[src/rtl/nvps_pkg.sv]
package nvps_pkg;
  typedef enum logic [2:0] {
    ST_SEALED  = 3'd0,
    ST_ACTIVE  = 3'd1,
    ST_PROTECT = 3'd2,
    ST_BATTERY = 3'd3,
    ST_RECOVER = 3'd4
  } sup_state_e;

  localparam int FLAG_SWO  = 0;
  localparam int FLAG_TRIP = 1;
  localparam int FLAG_FULL = 2;
  localparam int NUM_FLAGS = 3;
endpackage

[src/rtl/nvps_flag_filter.sv]
module nvps_flag_filter #(
  parameter int DEB_LEN = 4
) (
  input  logic clk_i,
  input  logic rst_ni,
  input  logic flag_i,
  output logic flag_o
);
  localparam int CW = (DEB_LEN > 1) ? $clog2(DEB_LEN) : 1;
  localparam logic [CW-1:0] LAST = CW'(DEB_LEN - 1);

  logic sync1_q, sync2_q;
  logic [CW-1:0] cnt_q;

  always_ff @(posedge clk_i or negedge rst_ni) begin
    if (!rst_ni) begin
      sync1_q <= 1'b0;
      sync2_q <= 1'b0;
      cnt_q   <= '0;
      flag_o  <= 1'b0;
    end else begin
      sync1_q <= flag_i;
      sync2_q <= sync1_q;
      if (sync2_q == flag_o) begin
        cnt_q <= '0;
      end else if (cnt_q == LAST) begin
        flag_o <= sync2_q;
        cnt_q  <= '0;
      end else begin
        cnt_q <= cnt_q + 1'b1;
      end
    end
  end
endmodule

[src/rtl/nvps_rec_timer.sv]
module nvps_rec_timer #(
  parameter int REC_CYCLES = 1024
) (
  input  logic clk_i,
  input  logic rst_ni,
  input  logic run_i,
  output logic done_o
);
  localparam int CW = (REC_CYCLES > 1) ? $clog2(REC_CYCLES) : 1;
  localparam logic [CW-1:0] LAST = CW'(REC_CYCLES - 1);

  logic [CW-1:0] cnt_q;

  always_ff @(posedge clk_i or negedge rst_ni) begin
    if (!rst_ni)           cnt_q <= '0;
    else if (!run_i)       cnt_q <= '0;
    else if (cnt_q != LAST) cnt_q <= cnt_q + 1'b1;
  end

  assign done_o = run_i && (cnt_q == LAST);
endmodule

[src/rtl/nvps_seal.sv]
module nvps_seal (
  input  logic clk_i,
  input  logic factory_rst_ni,
  input  logic break_i,
  output logic armed_o
);
  // only the factory reset may re-seal the cell
  always_ff @(posedge clk_i or negedge factory_rst_ni) begin
    if (!factory_rst_ni) armed_o <= 1'b0;
    else if (break_i)    armed_o <= 1'b1;
  end
endmodule

[src/rtl/nvram_pwr_supervisor.sv]
module nvram_pwr_supervisor
  import nvps_pkg::*;
#(
  parameter bit GRADE_NARROW = 1'b0,
  parameter int DEB_LEN      = 4,
  parameter int REC_CYCLES   = 1024
) (
  input  logic       clk_i,
  input  logic       rst_ni,
  input  logic       factory_rst_ni,
  input  logic       above_swo_i,
  input  logic [1:0] above_trip_i,
  input  logic [1:0] above_full_i,
  input  logic       ce_ni,
  input  logic       we_ni,
  output logic       ce_no,
  output logic       we_no,
  output logic       hiz_o,
  output logic       bat_conn_o,
  output logic       vcc_conn_o
);
  localparam int GSEL = GRADE_NARROW ? 1 : 0;

  logic                 rst_all_n;
  logic [NUM_FLAGS-1:0] raw_flags;
  logic [NUM_FLAGS-1:0] flt_q;
  logic                 armed_q;
  logic                 seal_break;
  logic                 rec_done;
  sup_state_e           state_q, state_d;

  assign rst_all_n = rst_ni & factory_rst_ni;

  assign raw_flags[FLAG_SWO]  = above_swo_i;
  assign raw_flags[FLAG_TRIP] = above_trip_i[GSEL];
  assign raw_flags[FLAG_FULL] = above_full_i[GSEL];

  for (genvar g = 0; g < NUM_FLAGS; g++) begin : g_flt
    nvps_flag_filter #(.DEB_LEN(DEB_LEN)) u_flt (
      .clk_i  (clk_i),
      .rst_ni (rst_all_n),
      .flag_i (raw_flags[g]),
      .flag_o (flt_q[g])
    );
  end

  assign seal_break = (state_q == ST_SEALED) && !armed_q && flt_q[FLAG_TRIP];

  nvps_seal u_seal (
    .clk_i          (clk_i),
    .factory_rst_ni (factory_rst_ni),
    .break_i        (seal_break),
    .armed_o        (armed_q)
  );

  nvps_rec_timer #(.REC_CYCLES(REC_CYCLES)) u_rec (
    .clk_i  (clk_i),
    .rst_ni (rst_all_n),
    .run_i  (state_q == ST_RECOVER),
    .done_o (rec_done)
  );

  always_comb begin
    state_d = state_q;
    unique case (state_q)
      ST_SEALED: begin
        if (armed_q)                  state_d = flt_q[FLAG_SWO] ? ST_PROTECT : ST_BATTERY;
        else if (flt_q[FLAG_TRIP])    state_d = ST_PROTECT;
      end
      ST_ACTIVE: begin
        if (!flt_q[FLAG_SWO])         state_d = ST_BATTERY;
        else if (!flt_q[FLAG_TRIP])   state_d = ST_PROTECT;
      end
      ST_PROTECT: begin
        if (!flt_q[FLAG_SWO])         state_d = ST_BATTERY;
        else if (flt_q[FLAG_FULL])    state_d = ST_RECOVER;
      end
      ST_BATTERY: begin
        if (flt_q[FLAG_SWO])          state_d = ST_PROTECT;
      end
      ST_RECOVER: begin
        // switchover loss outranks count completion
        if (!flt_q[FLAG_SWO])         state_d = ST_BATTERY;
        else if (!flt_q[FLAG_FULL])   state_d = ST_PROTECT;
        else if (rec_done)            state_d = ST_ACTIVE;
      end
      default:                        state_d = ST_SEALED;
    endcase
  end

  always_ff @(posedge clk_i or negedge rst_all_n) begin
    if (!rst_all_n) state_q <= ST_SEALED;
    else            state_q <= state_d;
  end

  assign hiz_o      = (state_q != ST_ACTIVE);
  assign ce_no      = (state_q == ST_ACTIVE) ? ce_ni : 1'b1;
  assign we_no      = (state_q == ST_ACTIVE) ? we_ni : 1'b1;
  assign bat_conn_o = (state_q == ST_BATTERY);
  assign vcc_conn_o = (state_q != ST_BATTERY);
endmodule

[config.mk]
export PLATFORM = sky130hd
export DESIGN_NAME = nvram_pwr_supervisor
export DESIGN_NICKNAME = d
export VERILOG_FILES = /design/src/rtl/nvps_pkg.sv /design/src/rtl/nvps_flag_filter.sv /design/src/rtl/nvps_rec_timer.sv /design/src/rtl/nvps_seal.sv /design/src/rtl/nvram_pwr_supervisor.sv
export SDC_FILE = /design/constraint.sdc
export NUM_CORES = 1
export LEC_CHECK = 0
export ABC_CLOCK_PERIOD_IN_PS = 3050
export BUFFER_PORTS_ARGS = -buffer_cell sky130_fd_sc_hd__buf_2
export CAP_MARGIN = 20
export CELL_PAD_IN_SITES_DETAIL_PLACEMENT = 1
export CELL_PAD_IN_SITES_GLOBAL_PLACEMENT = 1
export CORE_MARGIN = 1
export CORE_UTILIZATION = 30
export DETAILED_ROUTE_END_ITERATION = 10
export PLACE_DENSITY_LB_ADDON = 0.05
export SYNTH_ARGS = -nofsm -noshare
export SYNTH_HDL_FRONTEND = slang
export SYNTH_HIERARCHICAL = 1
export SYNTH_SLANG_ARGS = --single-unit
[constraint.sdc]
create_clock -name clk_i -period 3.05 [get_ports clk_i]
set_input_delay 0.61 -clock clk_i [delete_from_list [all_inputs] [get_ports clk_i]]
set_output_delay 0.61 -clock clk_i [all_outputs]
set_load 0.05 [all_outputs]
# Word level (Yosys, flattened, before mapping)
# Cells that the tools add are included.
[word_totals]
ff_bits = 29
output_inout_bits = 5
word_cells = 74
input_bits = 10
[op_classes]
n_eq_ne = 20
add_sub_neg = 4
n_bitwise = 4
muxes = 22
n_reduce_logical = 9
[ops]
columns = ["operator", "n"]
rows = [
  ["3-bit two-way mux", 10],
  ["10-bit two-way mux", 2],
  ["3-bit case mux with 5 select lines", 1],
  ["2-bit two-way mux", 6],
  ["10-bit by 1-bit adder with 10-bit output (second input constant)", 1],
  ["10-bit == test (second input constant)", 1],
  ["10-bit inequality test (second input constant)", 1],
  ["2-bit by 1-bit adder with 2-bit output (second input constant)", 3],
  ["2-bit == test (second input constant)", 3],
  ["3-bit by 2-bit == test with 1-bit output (second input constant)", 2],
  ["3-bit by 1-bit inequality test with 1-bit output (second input constant)", 2],
  ["3-bit by 2-bit inequality test with 1-bit output (second input constant)", 2],
  ["2-bit AND reduction", 3],
  ["5-bit AND reduction", 1],
  ["4-bit inequality test (second input constant)", 1],
  ["1-bit == test", 3],
  ["3-bit by 1-bit == test with 1-bit output (second input constant)", 1],
  ["3-bit == test (second input constant)", 1],
  ["1-bit logical AND", 3],
  ["3-bit logical NOT", 1],
  ["1-bit two-way mux", 3],
  ["3-bit inequality test (second input constant)", 1],
  ["1-bit inverter", 3],
  ["2-bit by 1-bit inequality test with 1-bit output (second input constant)", 1],
  ["other kinds (3)", 3],
]

# Longest topological paths before layout
[depth]
ltp_word = 6
depth_mapped = 10

# Modules after synthesis
# Netlist, hierarchy kept.
[by_module_without_submodules]
columns = ["module", "seq_area_each_um2", "n_inst", "cells_per_inst", "area_each_um2"]
rows = [
  ["nvps_rec_timer", 250.2, 1, 57, 540.5],
  ["nvps_flag_filter", 125.1, 3, 10, 173.9],
  ["nvram_pwr_supervisor", 75.1, 1, 42, 342.8],
  ["nvps_seal", 25.0, 1, 2, 31.3],
]

# Least setup slack after synthesis
# No wires, ideal clock.
[synth_timing]
path_kind = "register to register"
startpoint = "register state_q[1]"
endpoint = "register state_q[0]"
slack_ps = 900
n_path_buf = 2
t_arrival_ps = 2070
required_time_ps = 2970
stages_incl_launch_ff = 11
path_cell_list = "dfrtp_1 -> clkbuf_1 -> nor2_1 -> and2_1 -> clkbuf_1 -> inv_1 -> nor2_1 -> nand2b_1 -> o32a_1 -> o221a_1 -> nor3_2"
[synth_via]
elab_chain_cells = 4
[synth_rtl]
columns = ["element", "line_no", "rtl"]
rows = [
  ["from (decl)", "nvram_pwr_supervisor.sv:30", "sup_state_e state_q, state_d;"],
  ["from (signal assigned)", "nvram_pwr_supervisor.sv:93", "else state_q <= state_d;"],
  ["3-bit == test", "nvram_pwr_supervisor.sv:59", ".run_i (state_q == ST_RECOVER),"],
  ["1-bit logical AND", "nvps_rec_timer.sv:20", "assign done_o = run_i && (cnt_q == LAST);"],
  ["net rec_done", "nvram_pwr_supervisor.sv:29", "logic rec_done;"],
  ["4-bit inequality test (no line)", "--", ""],
  ["5-bit AND reduction (no line)", "--", ""],
]
# The timed path passes the listed nets, and every way through them passes these cells.
# A chain may end at the register's enable or synchronous reset.

# Worst setup path in the final report
# Same ends and word-level chain as after synthesis.

==> impl_metrics.ini <==
[clock_network]
root_buffer = clkbuf_8
cts_hold_buf = 0
postCtsSetupRepairBufs = 0
clkSlewWorstSetupHoldPaths_ns = 0.06
clock_latency_ns = 0.27
h-tree-depth = 2
clockBufferDepth = 2
cts_made_buffers = 5
cts.sinks = 29
cts_tree = done
cts.repair.resized = 0

[yosys]
synth_most_common_cell = dfrtp_1
synth_area_mm2 = 0.00144
syn_nets = 145
ys_warn_count = 6
async_flop_share_pct = 100
yosys.area.top_type_share_pct = 50.5
syn_area_per_cell_um2 = 11.0
synth_area_leader_cell = dfrtp_1
synth_cells = 131
ys.flop_type = dfrtp_1
seq_area_frac_synth_pct = 50.5
synth_edf_count = 0
synthTopCellsByArea = dfrtp_1 (51%), ha_1 (3.5%), mux2i_1 (2.8%)
synth_cell_type_count = 46
synthTopCellsByCount = dfrtp_1 (29), nand2_1 (10), nor3_1 (7)
yosys_register_bits = 29

[floorplan]
die-area_mm2 = 0.00507
start_util_pct = 32.1
fp.dieH_um = 71.2
rows = 24
io_pins = 15
die_x_um = 71.2
floorplan.core_area_mm2 = 0.00447

[grt]
grt_max_degree = 29
antenna_found_initial = 0
grt_pass1_vias = 1063
grt_first_pass_wirelength_um = 5020
track_usage_pct = 12.7
grt_overflow = 0

[timing]
skew_ns = 0.00767
rsz0062_at_grt = no
tns_ns = 0
fin_crit_ns = 2.35
final_max_slew_viol_count = 0
setup_viol = 0
slew_headroom_pct = 64.0
hold_viol = 0
timing.hold.ws_ns = 0.101
fmax_ghz = 0.426
post-route-period-util_pct = 77.0
worst_pin_slew_ns = 0.537

[detailed_routing]
firstDrtPassIters = 4
drc = 0
num_vias = 1038
avgViaCountPerCell = 5.19
drtAntennaViolNets = 0
wl_um = 2930
first_iter_violations = 71
wl_per_cell_um = 14.7

[cells_and_area]
antenna_cells = 0
syn_to_final_growth_pct = 15.1
final_util_pct = 36.9
postLayoutCellArea_mm2 = 0.00165
layout.nets = 161
drive_above_1_share_pct = 24.3

[outcome]
status = finished, final reports clean

[hold_path]
hold_path.class = in2async

[worst_setup_path]
crit_required_ns = 3.25
path_max_fanout = 17
path_class = reg2reg
critPathArrivalTime_ns = 2.55
critPathLaunch = state_q[1]$_DFFE_PN0P_
cp-end-kind = register
start_kind = register
reg2reg_from = state_q[1]$_DFFE_PN0P_

[pwr]
seqPwrFrac_pct = 43.0
p_leak_nw = 0.697
power.switching_mw = 0.502
p_per_area_mw_per_mm2 = 830
power_frac_comb_pct = 31.8
p_sw_share_pct = 36.6
pwr-share-clk_pct = 25.2
vdd_drop_max_v = 0.000268
p_int_mw = 0.870

[placement]
dpl-instance-area_mm2 = 0.00155
dpl.hpwl_um = 2100
numPortBuffers = 12
gp_congestion = 0.758

[run]
cap_violations = 0
[cell type report]
type                    count  area [µm²]
well taps                  52        65.1
multi-input cells          94         678
clock inverters             1        5.00
clock buffers               7        96.3
repair buffers             13        67.6
flip-flops and latches     29         726
fillers                   499        2820
inverters                   4        15.0
[registers in the layout, indices dropped and copies added (netlist names)]
signal and cells:
g_flt.u_flt/sync2_q 3, u_seal/armed_o 1, state_q 3, g_flt.u_flt/cnt_q 6, g_flt.u_flt/sync1_q 3, g_flt.u_flt/flag_o 3
u_rec/cnt_q 10
[power groups by stage]
stage	combinational [mW]	clock (mW)	sequential [mW]
4_1_cts	0.445	0.359	0.593
3_5_place_dp	0.444	0	0.600
3_3_place_gp	0.423	0	0.594
6_report	0.436	0.346	0.590
2_1_floorplan	0.408	0	0.534
5_1_grt	0.485	0.374	0.611
[routing by layer]
| metal | vias to the layer above | part of all wire [%] | GRT usage [%] |
|---|---|---|---|
| li1 | 511 | - | - |
| met1 | 517 | 48 | 16.0 |
| met2 | 8 | 49 | 21.0 |
| met3 | 2 | 2.8 | 3.85 |
| met4 | 0 | 0.65 | 4.00 |
| met5 | - | 0 | 0 |
[worst max-delay path: stages (launching register included)]
cell and delay, ns:
dfrtp_1 0.64, nor2_1 0.10, and2_1 0.30, inv_1 0.23, nor2_1 0.10, nand2b_1 0.17
o32a_1 0.32, o221a_1 0.25, nor3_2 0.14
[logic make-up after synthesis]
group | count (synthesis) | share of synthesized area (%)
multiplexers | 7 | 5.14
XOR/XNOR | 4 | 2.44
AO/OA/AOI/OAI | 22 | 11.3
adder cells (fa/ha/maj) | 4 | 3.48
flip-flops | 29 | 50.5
AND/OR/NAND/NOR | 57 | 24.8
buffers and inverters | 8 | 2.26
[stage by stage]
stage / power [mW] / setup WS [ns] / instances
2_1_floorplan: 0.941 / 0.900 / 131
3_3_place_gp: 1.02 / 0.788 / 192
3_5_place_dp: 1.04 / 0.707 / 192
4_1_cts: 1.40 / 0.685 / 200
5_1_grt: 1.47 / 0.487 / 200
6_report: 1.37 / 0.700 / 200
[placed cells by master (no fill, tap or decap), types with 5 or more instances in the layout]
cell type   n
dfrtp_1    29
buf_2      12
nand2_1    10
nor3_1      7
clkbuf_8    7
nor2_1      5
a21oi_1     5
[final timing paths]
| kind | to | slack [ns] | depth (start not counted) |
|---|---|---|---|
| max | state_q[0]$_DFFE_PN0P_ | 0.70 | 8 |
| min | u_seal/armed_o$_DFFE_PN0P_ | 0.10 | 1 |
| max reg2reg | state_q[0]$_DFFE_PN0P_ | 0.70 | 8 |
| min reg2reg | g_flt[1].u_flt/sync2_q$_DFF_PN0_ | 0.35 | 0 |
| max in group asynchronous | g_flt[2].u_flt/flag_o$_DFFE_PN0P_ | 2.31 | 3 |
| min in group clk_i | g_flt[1].u_flt/sync2_q$_DFF_PN0_ | 0.35 | 0 |
Note: power is estimated with default switching activity, not from simulation.
